File: config.mk
export PLATFORM = sky130hd
export DESIGN_NAME = mp_uart_rx
export DESIGN_NICKNAME = d
export VERILOG_FILES = /design/src/rtl/mp_uart_rx.sv
export SDC_FILE = /design/constraint.sdc
export NUM_CORES = 1
export LEC_CHECK = 0
export ABC_CLOCK_PERIOD_IN_PS = 2360
export BUFFER_PORTS_ARGS = -buffer_cell sky130_fd_sc_hd__buf_2
export CORE_MARGIN = 2
export CORE_UTILIZATION = 51
export CTS_BUF_LIST = sky130_fd_sc_hd__clkbuf_8 sky130_fd_sc_hd__clkbuf_16
export DETAILED_ROUTE_END_ITERATION = 10
export GPL_TIMING_DRIVEN = 0
export MAX_ROUTING_LAYER = met4
export PLACE_DENSITY = 0.79
export SLEW_MARGIN = 20
export SYNTH_ARGS = -nofsm -noshare
export SYNTH_HDL_FRONTEND = slang
export SYNTH_SLANG_ARGS = --single-unit
File: constraint.sdc
create_clock -name clk -period 2.36 [get_ports clk]
set_input_delay 0.354 -clock clk [delete_from_list [all_inputs] [get_ports clk]]
set_output_delay 0.354 -clock clk [all_outputs]
set_load 0.02 [all_outputs]
File: src/rtl/mp_uart_rx.sv
module mp_uart_rx #(
  parameter int DIV   = 4,
  parameter int OSR   = 16,
  parameter int DBITS = 8
) (
  input  logic             clk,
  input  logic             rst_n,
  input  logic             rxd,
  input  logic             en_wr,
  input  logic             en_val,
  input  logic             id_arm,
  input  logic             rdy_clr,
  input  logic             ovr_clr,
  input  logic             frm_clr,
  output logic             en,
  output logic             id_wait,
  output logic             ready,
  output logic             ovr_err,
  output logic             frm_err,
  output logic [DBITS-1:0] rx_byte,
  output logic             rx_flag,
  output logic             line_lvl
);
  localparam int NB  = DBITS + 1;
  localparam int DCW = (DIV > 1) ? $clog2(DIV) : 1;
  localparam int SW  = $clog2(OSR);
  localparam int BW  = $clog2(NB);

  typedef enum logic [1:0] {S_IDLE, S_START, S_BITS, S_STOP} st_t;

  st_t            st;
  logic [DCW-1:0] pc;
  logic [SW-1:0]  sub;
  logic [BW-1:0]  bitn;
  logic [NB-1:0]  shreg;
  logic [1:0]     rsync;
  logic           rx_s, tick, rx_on, done, drop;

  assign rx_s     = rsync[1];
  assign line_lvl = rx_s;
  assign tick     = (pc == DCW'(DIV - 1));
  assign rx_on    = en & ~ovr_err & ~frm_err;
  assign done     = rx_on & tick & (st == S_STOP) & (sub == SW'(OSR - 1));
  assign drop     = id_wait & ~shreg[NB-1];

  always_ff @(posedge clk) begin
    if (!rst_n) begin
      rsync <= 2'b11;
      pc    <= '0;
    end else begin
      rsync <= {rsync[0], rxd};
      pc    <= tick ? '0 : pc + 1'b1;
    end
  end

  always_ff @(posedge clk) begin
    if (!rst_n) begin
      st    <= S_IDLE;
      sub   <= '0;
      bitn  <= '0;
      shreg <= '0;
    end else if (!rx_on) begin
      st <= S_IDLE;
    end else if (tick) begin
      case (st)
        S_IDLE: if (!rx_s) begin
          st  <= S_START;
          sub <= '0;
        end
        S_START: if (sub == SW'(OSR / 2 - 1)) begin
          sub  <= '0;
          bitn <= '0;
          st   <= rx_s ? S_IDLE : S_BITS;
        end else sub <= sub + 1'b1;
        S_BITS: if (sub == SW'(OSR - 1)) begin
          sub   <= '0;
          shreg <= {rx_s, shreg[NB-1:1]};
          if (bitn == BW'(NB - 1)) st <= S_STOP;
          else bitn <= bitn + 1'b1;
        end else sub <= sub + 1'b1;
        S_STOP: if (sub == SW'(OSR - 1)) st <= S_IDLE;
                else sub <= sub + 1'b1;
        default: st <= S_IDLE;
      endcase
    end
  end

  always_ff @(posedge clk) begin
    if (!rst_n) begin
      en      <= 1'b0;
      id_wait <= 1'b0;
      ready   <= 1'b0;
      ovr_err <= 1'b0;
      frm_err <= 1'b0;
      rx_byte <= '0;
      rx_flag <= 1'b0;
    end else begin
      if (en_wr)   en      <= en_val;
      if (id_arm)  id_wait <= 1'b1;
      if (rdy_clr) ready   <= 1'b0;
      if (ovr_clr) ovr_err <= 1'b0;
      if (frm_clr) frm_err <= 1'b0;
      if (done && !drop) begin
        if (!rx_s) frm_err <= 1'b1;
        else if (ready) ovr_err <= 1'b1;
        else begin
          rx_byte <= shreg[DBITS-1:0];
          rx_flag <= shreg[NB-1];
          ready   <= 1'b1;
          id_wait <= 1'b0;
        end
      end
    end
  end


  load_from_stop_chk: assert property (@(posedge clk) disable iff (!rst_n)
    $rose(ready) |-> $past(st == S_STOP));

  filter_keeps_data_chk: assert property (@(posedge clk) disable iff (!rst_n)
    (done && drop) |=> ($stable(rx_byte) && $stable(rx_flag)));

  id_auto_disarm_chk: assert property (@(posedge clk) disable iff (!rst_n)
    $fell(id_wait) |-> ready);

  overrun_keeps_data_chk: assert property (@(posedge clk) disable iff (!rst_n)
    $rose(ovr_err) |-> $stable(rx_byte));

  frozen_idle_chk: assert property (@(posedge clk) disable iff (!rst_n)
    (ovr_err || frm_err) |=> (st == S_IDLE));

  disabled_no_load_chk: assert property (@(posedge clk) disable iff (!rst_n)
    !en |=> !$rose(ready));
endmodule

==> summary.txt, run 1 <==
Final Setup Violations = 0
Worst slack, placed = 0.389 ns
Worst Hold Class = primary input to flip-flop
CP bufs+invs = 1
Worst-Margin Slew = 0.548 ns
Setup WS post-layout = 0.366 ns
Status = completed
Nets = 226
RSZ-0062 raised after global routing = no
Hold Vio Cnt, Final = 0
Mapped Area = 1640 µm²
Most frequent cells in the layout = dfxtp_1 (37), buf_2 (27), nor2_1 (21), nand3_1 (14), a21oi_1 (13)
Drt wl/cell = 13.0 µm
DRT Pass-1 Iters = 4
TritonCTS clock tree = done
Post-CTS Setup Inserts = 0
Mapped Nets = 196
Most used DFF post-synth = dfxtp_1
Post-synth cell types = 42
Die area = 3690 µm²
Gpl congestion = 0.760
Clk slew on worst S/H paths = 0.08 ns
Final TNS setup = 0 ns
Met3 usage = 5.97%
GR Util All Layers = 21.7%
Startpoint types = flip-flop
Met1 global-route usage = 25.2%
Die Span X = 60.7 µm
FFs w/ async S/R, synth = 0%
GRT Max-Usage Layer = met2
Critical path's largest stage delay = 0.59 ns
Crit-path max FO = 10
Max Cap Violations = 0
Layout cell share with drive strength beyond 1 = 20.1%
Adder-Cell Fraction of Synth Area = 3.05%
Final min period = 1.99 ns
Clock Skew = 0.0113 ns
Number of flops mapped to enable cells by yosys = 0
WP data arrival = 2.16 ns
Clk buf depth = 2
Slew margin rel. = 63.1%
Root Buffer = clkbuf_8
Via count = 1368
CP max stage cell = or4b_4
Worst EP required = 2.53 ns
CP cell instances = ha_1 > nand4bb_2 > or4b_4 > buf_6 > o21ai_0 > a21oi_1
Gr ovfl total = 0
Achievable Freq = 501 MHz
IO Port Bufs = 23
M2 GR Usage = 35.6%
Post-synthesis register bit count = 37
Global-route wire length before repair = 5700 µm
Peak supply drop = 0.416 mV
Drt total wl = 3370 µm
Chip height = 60.7 µm
Filler instances = 282
CTS buffer count = 5
Crit share post-route = 84.5%
Power Dens Cells = 686 nW/µm²
CP top delay family = simple AND/OR/NAND/NOR gates
Pleak = 0.759 nW
Largest net degree at the start of global routing = 13
Detail Placement HPWL = 2300 µm
Crit. End Element = flip-flop
Post-synthesis xor/xnor area fraction = 0.534%
Initial antenna violation count = 0
Drt drc = 0
CTS resizes = 0
Ant. Diodes = 0
Max Slew Vio Count = 0
Main combinational cell family by area after synthesis = simple AND/OR/NAND/NOR gates
Mux cell area share after synthesis = 7.32%
Compound-Gate Fraction of Synth Area = 15.6%
Drt first-iter violations = 70
Area growth from synthesis to layout = 18.5%
Mapped Cells = 183
Post-synthesis sequential area ratio = 45.2%
Ports = 24
Row cnt = 20
Ys Warns = 0
Vias in the first global route = 1270
H-tree Lvls = 2
Post-DR vias/cell = 5.30
Antenna viol nets, final = 0
Commonest non-fill, non-tap cell in the layout = dfxtp_1
Synth Area per Inst = 8.96 µm²
Critical path class = flip-flop to flip-flop
CTS Hold Bufs = 0
Sink Count = 37
Core Region = 3050 µm²
Starting Density = 53.7%
Simple-gate area share of the yosys netlist = 23.6%
Clock latency on the worst-skew pair = 0.29 ns
FF-to-FF setup slack = 0.37 ns
registers in the layout, indices dropped and copies added (netlist names), 2 cells and up, named ones only:
register / count
rx_byte: 8
pc: 2
sub: 4
bitn: 4
rsync: 2
shreg: 9
cell usage after synthesis, types with 2 or more instances:
| master | n | area share, % |
|---|---|---|
| a21oi_1 | 13 | 4.0 |
| a31oi_1 | 2 | 0.76 |
| a41oi_1 | 2 | 1.1 |
| and2_1 | 4 | 1.5 |
| and3_1 | 2 | 0.76 |
| buf_2 | 4 | 1.2 |
| clkbuf_1 | 5 | 1.1 |
| dfxtp_1 | 37 | 45 |
| ha_1 | 4 | 3.1 |
| inv_1 | 4 | 0.92 |
| mux2i_1 | 12 | 7.3 |
| nand2_1 | 9 | 2.1 |
| nand2b_1 | 4 | 1.5 |
| nand3_1 | 14 | 4.3 |
| nand3b_1 | 2 | 0.92 |
| nor2_1 | 21 | 4.8 |
| nor2b_1 | 2 | 0.76 |
| nor3_1 | 3 | 0.92 |
| nor3b_1 | 2 | 0.92 |
| nor4_1 | 2 | 0.76 |
| o211ai_1 | 2 | 0.92 |
| o21a_1 | 2 | 0.92 |
| o21ai_0 | 12 | 3.7 |
power by group:
group / switching (W) / internal [W] / leakage [nW]
registers: 0.00000539 / 0.000632 / 0.299
clock network: 0.000233 / 0.000420 / 0.0681
logic: 0.0000262 / 0.0000184 / 0.391
total: 0.000264 / 0.00107 / 0.759
cells by family (layout without fill, tap and decap cells):
group                      Yosys count  after routing
adders and majority gates            4              4
xor gates and xnor gates             1              1
buffers and inverters               16             47
and+or+nand+nor                     72             72
DFF                                 37             37
muxes                               12             12
AOI/OAI and AO/OA                   41             41
metal layers:
layer | wire (µm) | part of all wire (%) | vias to the layer above
li1 | - | - | 709
met1 | 1520 | 45 | 628
met2 | 1630 | 48 | 24
met3 | 140 | 4.2 | 7
met4 | 72 | 2.1 | 0
met5 | 0 | 0 | -
worst paths after layout:
kind,start,endpoint,cells past startpoint
setup / recovery,pc[0],rx_flag,6
hold / removal,rxd,rsync[0],2
setup reg to reg,pc[0],rx_flag,6
hold reg to reg,rsync[0],rsync[1],1
per-stage QoR:
step | total power [W] | cell area [µm²] | cells | utilization, % | hold slack (ns)
after floorplan | 0.000679 | 1640 | 183 | - | 0.386
after global placement | 0.000697 | 1810 | 250 | 59.3 | 0.395
after detailed placement | 0.000697 | 1810 | 250 | 59.3 | 0.397
after CTS | 0.00134 | 1940 | 258 | 63.7 | 0.242
after global routing | 0.00137 | 1940 | 258 | 63.7 | 0.262
final | 0.00133 | 1940 | 258 | 63.7 | 0.245
cell type report:
type	instances	area, µm²	share of cell area (%)
clock inverter	3	65.1	3.35
timing repair buffer	23	115	5.92
sequential	37	741	38.1
inverter	5	18.8	0.965
clock buffer	5	68.8	3.54
multi-input combinational	130	823	42.3
buffer	11	57.6	2.96
tap	44	55.1	2.83
Power figures use the tool's default switching activity.
==> run 2, diff against run 1 <==
ABC_CLOCK_PERIOD_IN_PS = 1900   (was 2360)
clock period = 1.9 ns   (was 2.36 ns; I/O delays follow)
==> summary.txt, run 2 (synthesis gave the netlist of run 1 again) <==
Drt wl/cell = 13.2 µm (+1.2%)
Critical path class = flip-flop to flip-flop
Clock latency on the worst-skew pair = 0.29 ns (about the same)
H-tree Lvls = 2 (unchanged)
Worst EP required = 2.07 ns (-0.46 ns)
Clk slew on worst S/H paths = 0.08 ns (about the same)
Slew margin rel. = 63.1% (about the same)
Pleak = 0.760 nW (+0.19%)
Layout cell share with drive strength beyond 1 = 23.3% (+3.2 points)
Area growth from synthesis to layout = 21.7%
Most flop-heavy register = shreg
DRT Pass-1 Iters = 4 (unchanged)
Vias in the first global route = 1275 (+0.39%)
CTS buffer count = 5 (unchanged)
Hold Vio Cnt, Final = 0 (unchanged)
Power Dens Cells = 835 nW/µm² (+22%)
Peak supply drop = 0.518 mV (+25%)
Root Buffer = clkbuf_8
Most frequent cells in the layout = dfxtp_1 (34), buf_2 (27), nor2_1 (21), nand3_1 (13), a21oi_1 (13)
WP data arrival = 1.95 ns (-0.21 ns)
IO Port Bufs = 23 (unchanged)
Filler instances = 273 (-3.2%)
Clock Skew = 0.0110 ns (-0.000290 ns)
Gpl congestion = 0.760 (unchanged)
Largest registers = shreg (9), rx_byte (8)
Initial antenna violation count = 0 (unchanged)
Max Slew Vio Count = 0 (unchanged)
Global-route wire length before repair = 5730 µm (+0.49%)
Largest register FFs = 9 (unchanged)
Worst hold slack = 0.177 ns (-0.0684 ns)
Worst Hold Class = primary input to flip-flop
Sink Count = 37 (unchanged)
Max Cap Violations = 0 (unchanged)
Worst slack, placed = -0.0711 ns (-0.460 ns)
Row cnt = 20 (unchanged)
Detail Placement HPWL = 2300 µm (unchanged)
Final Cell Area = 2000 µm² (+2.7%)
Via count = 1378 (+0.73%)
Achievable Freq = 559 MHz (+12%)
CP max stage cell = or4b_4
TritonCTS clock tree = done
Commonest non-fill, non-tap cell in the layout = dfxtp_1
Clk buf depth = 2 (unchanged)
Drt first-iter violations = 62 (-11%)
Die Span X = 60.7 µm (unchanged)
Die area = 3690 µm² (unchanged)
Nets = 227 (+0.44%)
Antenna viol nets, final = 0 (unchanged)
Drt drc = 0 (unchanged)
Crit share post-route = 94.1% (+9.6 points)
Crit-path max FO = 10 (unchanged)
Chip height = 60.7 µm (unchanged)
Final Setup Violations = 0 (unchanged)
Crit. End Element = flip-flop
Ports = 24 (unchanged)
Post-DR vias/cell = 5.32 (+0.34%)
Critical path's largest stage delay = 0.57 ns (-0.02 ns)
RSZ-0062 raised after global routing = no
Core Region = 3050 µm² (unchanged)
Worst-Margin Slew = 0.548 ns (-0.000459 ns)
GR Util All Layers = 21.8% (+0.091 points)
Gr ovfl total = 0 (unchanged)
Largest net degree at the start of global routing = 13 (unchanged)
Drt total wl = 3420 µm (+1.5%)
CTS Hold Bufs = 0 (unchanged)
CP cell instances = ha_4 > nand4bb_4 > or4b_4 > buf_6 > o21ai_0 > a21oi_1
Starting Density = 53.7% (unchanged)
Final min period = 1.79 ns (-0.206 ns)
Ant. Diodes = 0 (unchanged)
Status = completed
Post-Place Cell Area = 1810 µm² (unchanged)
Setup WS post-layout = 0.112 ns (-0.254 ns)
Startpoint types = flip-flop
## run 2: cell count changes in the layout (fill, tap and decap cells not counted), moves of 2 or more
cell / before / now
o21ai_0: 12 / 8
dfxtp_1: 37 / 34
ha_1: 4 / 2
ha_4: 0 / 2
dfxtp_2: 0 / 3
o21ai_1: 1 / 5
## run 2: critical path, delay by kind of cell, from the launching register on
family | cells | cell delay [ns]
compound gates | 2 | 0.23
fa+ha+maj | 1 | 0.19
buf+inv | 1 | 0.16
flops | 1 | 0.36
simple gates | 2 | 0.72
## run 2: per-stage QoR
stage          util [%]  power (W)  std cells  setup TNS (ns)
5_1_grt            65.4    0.00172        259               0
3_3_place_gp       59.3   0.000865        250          -0.474
4_1_cts            64.2    0.00168        258               0
6_report           65.4    0.00167        259               0
2_1_floorplan         -   0.000844        183               0
3_5_place_dp       59.3   0.000866        250          -0.485
## run 2: routing by layer
metal | track usage, % | wire length (µm) | vias to the layer above
met5 | - | 0 | -
met4 | 8.39 | 67 | 0
met3 | 5.97 | 154 | 7
met2 | 35.6 | 1670 | 26
met1 | 25.5 | 1530 | 634
li1 | - | - | 711
## run 2: worst paths after layout
check             cells past startpoint  slack (ns)  startpoint         end
setup / recovery                      6        0.11       pc[0]  rx_byte[2]
setup reg to reg                      6        0.11       pc[0]  rx_byte[2]
hold / removal                        2        0.18         rxd    rsync[0]
hold reg to reg                       1        0.41    rsync[0]    rsync[1]
## run 2: final cells by class
| cell class | count | area (µm²) | area share (%) |
|---|---|---|---|
| Multi-Input combinational cell | 130 | 865 | 43.3 |
| Sequential cell | 37 | 744 | 37.3 |
| Timing Repair Buffer | 24 | 123 | 6.14 |
| Clock buffer | 5 | 68.8 | 3.45 |
| Clock inverter | 3 | 65.1 | 3.26 |
| Buffer | 11 | 57.6 | 2.88 |
| Tap cell | 44 | 55.1 | 2.76 |
| Inverter | 5 | 18.8 | 0.940 |
## run 2: timing repair
action                                  in CTS  in global routing
endpoints found under the setup margin      15                 10
buffers inserted                             0                  1
gates cloned                                 0                  0
resized for setup                            4                  9
## run 2: report_power, final
group	internal [W]	switching [W]	leakage [nW]
Sequential	0.000786	0.00000959	0.300
Clock	0.000522	0.000288	0.0681
Combinational	0.0000274	0.0000342	0.392
==> run 3, diff against run 2 <==
ABC_CLOCK_PERIOD_IN_PS = 1400   (was 1900)
CORE_UTILIZATION = 50   (was 51)
PLACE_DENSITY = 0.81   (was 0.79)
clock period = 1.4 ns   (was 1.9 ns; I/O delays follow)
==> summary.txt, run 3 (synthesis gave the netlist of run 1 again) <==
Drt total wl = 4540 µm (+33%)
Worst Hold Class = primary input to flip-flop
Combinational share of power = 5.6% (+1.9 points)
IO Port Bufs = 23 (unchanged)
Root Buffer = clkbuf_8
Antenna viol nets, final = 0 (unchanged)
Hold Startpoint = rxd
Critical path's largest stage delay = 0.35 ns (-0.22 ns)
Clock power frac = 38.6% (-10 points)
Max Slew Vio Count = 0 (unchanged)
Final TNS setup = -7.10 ns (-7.10 ns)
Via count = 1578 (+15%)
DRT Pass-1 Iters = 5 (+1)
Max Cap Violations = 0 (unchanged)
Sw Share = 22.6% (+2.7 points)
Detail Placement HPWL = 2330 µm (+1.2%)
TritonCTS clock tree = done
Slew margin rel. = 63.4% (+0.24 points)
Most frequent cells in the layout = dfxtp_1 (27), buf_2 (24), nor2_1 (20), nand3_1 (13)
Drt first-iter violations = 124 (+100%)
Pleak = 0.878 nW (+16%)
Layout cell share with drive strength beyond 1 = 41.9% (+19 points)
Sink Count = 37 (unchanged)
R2R Path Start = pc[0]
Die Span X = 61.3 µm (+0.93%)
CP bufs+invs = 2 (+1)
Core Region = 3080 µm² (+0.82%)
Commonest non-fill, non-tap cell in the layout = dfxtp_1
Final core occ = 75.7% (+10 points)
Ports = 24 (unchanged)
Critical Path Start = pc[0]
Setup WS post-layout = -0.312 ns (-0.424 ns)
Pint = 0.00150 W (+12%)
Largest registers = shreg (9), rx_byte (8)
Chip height = 61.3 µm (+0.93%)
Drt drc = 0 (unchanged)
Clock latency on the worst-skew pair = 0.29 ns (about the same)
Failing checks = setup timing
Clk buf depth = 2 (unchanged)
Ant. Diodes = 0 (unchanged)
Peak supply drop = 0.693 mV (+34%)
WP data arrival = 1.92 ns (-0.03 ns)
Achievable Freq = 584 MHz (+4.5%)
CTS buffer count = 5 (unchanged)
Post-DR vias/cell = 5.78 (+8.6%)
Crit share post-route = 122% (+28 points)
Hold Vio Cnt, Final = 0 (unchanged)
Sequential cell fraction of total power = 55.8% (+8.1 points)
Startpoint types = flip-flop
CP cell instances = ha_4 > buf_6 > nor4bb_4 > buf_4 > o211ai_1 > mux2i_1 > nor3_1
Status = finished, violations left
Gr ovfl total = 0 (unchanged)
H-tree Lvls = 2 (unchanged)
CTS Hold Bufs = 0 (unchanged)
Largest net degree at the start of global routing = 11 (-2)
Largest register FFs = 9 (unchanged)
Worst EP required = 1.61 ns (-0.46 ns)
Crit-path max FO = 5 (-5)
Drt wl/cell = 16.6 µm (+26%)
Global-route wire length before repair = 6740 µm (+18%)
Power Dens Cells = 830 nW/µm² (-0.61%)
CP max stage cell = dfxtp_2
Most flop-heavy register = shreg
Clock Skew = 0.00744 ns (-0.00361 ns)
Die area = 3750 µm² (+1.9%)
Gpl congestion = 0.794 (+4.5%)
Worst-Margin Slew = 0.547 ns (-0.000903 ns)
Row cnt = 20 (unchanged)
Area growth from synthesis to layout = 42.0%
Final Setup Violations = 30 (+30)
Nets = 242 (+6.6%)
RSZ-0062 raised after global routing = yes
Vias in the first global route = 1474 (+16%)
Final min period = 1.71 ns (-0.0763 ns)
CP top delay family = simple AND/OR/NAND/NOR gates
Initial antenna violation count = 0 (unchanged)
GR Util All Layers = 26.2% (+4.4 points)
Critical path class = flip-flop to flip-flop
Net switching power = 0.000436 W (+31%)
Clk slew on worst S/H paths = 0.07 ns (about the same)
Crit. End Element = flip-flop
Starting Density = 53.3% (-0.44 points)
-- run 3: what timing repair did --
item,in CTS,in global routing
gates cloned,2,0
resized for setup,41,22
endpoints found under the hold margin,0,0
endpoints found under the setup margin,30,31
pin swaps,18,12
setup buffers,12,2
-- run 3: worst paths after layout --
check,slack [ns],cells past startpoint,end
worst min-delay path,0.1,2,rsync[0]
worst min register to register,0.41,1,rsync[1]
worst max-delay path,-0.31,7,sub[2]
worst max register to register,-0.31,7,sub[2]
-- run 3: final cells by class --
| cell class | count | area, µm² |
|---|---|---|
| Inverter | 5 | 18.8 |
| Multi-Input combinational cell | 130 | 1030 |
| Buffer | 11 | 98.8 |
| Clock buffer | 6 | 82.6 |
| Tap cell | 44 | 55.1 |
| Sequential cell | 37 | 761 |
| Timing Repair Buffer | 39 | 278 |
| Fill cell | 209 | 749 |
| Clock inverter | 1 | 3.75 |
-- run 3: stage by stage --
step	worst slack [ns]	power, W	cell area, µm²	hold WS, ns	cells
after global placement	-0.365	0.00119	1860	0.390	250
after floorplan	-0.194	0.00116	1690	0.311	183
final	-0.312	0.00193	2330	0.0972	273
after detailed placement	-0.399	0.00119	1860	0.397	250
after CTS	-0.265	0.00194	2230	0.0996	271
after global routing	-0.414	0.00199	2330	0.118	273
-- run 3: per-layer routing --
layer,track usage [%],vias up,share of wire (%)
met5,-,-,0
met4,9.01,0,2.7
met3,7.14,18,6.1
met2,45.0,69,52
met1,29.1,748,39
li1,-,743,-
-- run 3: power by group through the flow --
| stage | clock network (W) | registers (W) | logic [W] |
|---|---|---|---|
| floorplan | 0 | 0.00111 | 0.0000468 |
| global placement | 0 | 0.00111 | 0.0000815 |
| detailed placement | 0 | 0.00111 | 0.0000834 |
| CTS | 0.000758 | 0.00108 | 0.0000992 |
| global route | 0.000788 | 0.00108 | 0.000121 |
| finish | 0.000746 | 0.00108 | 0.000108 |
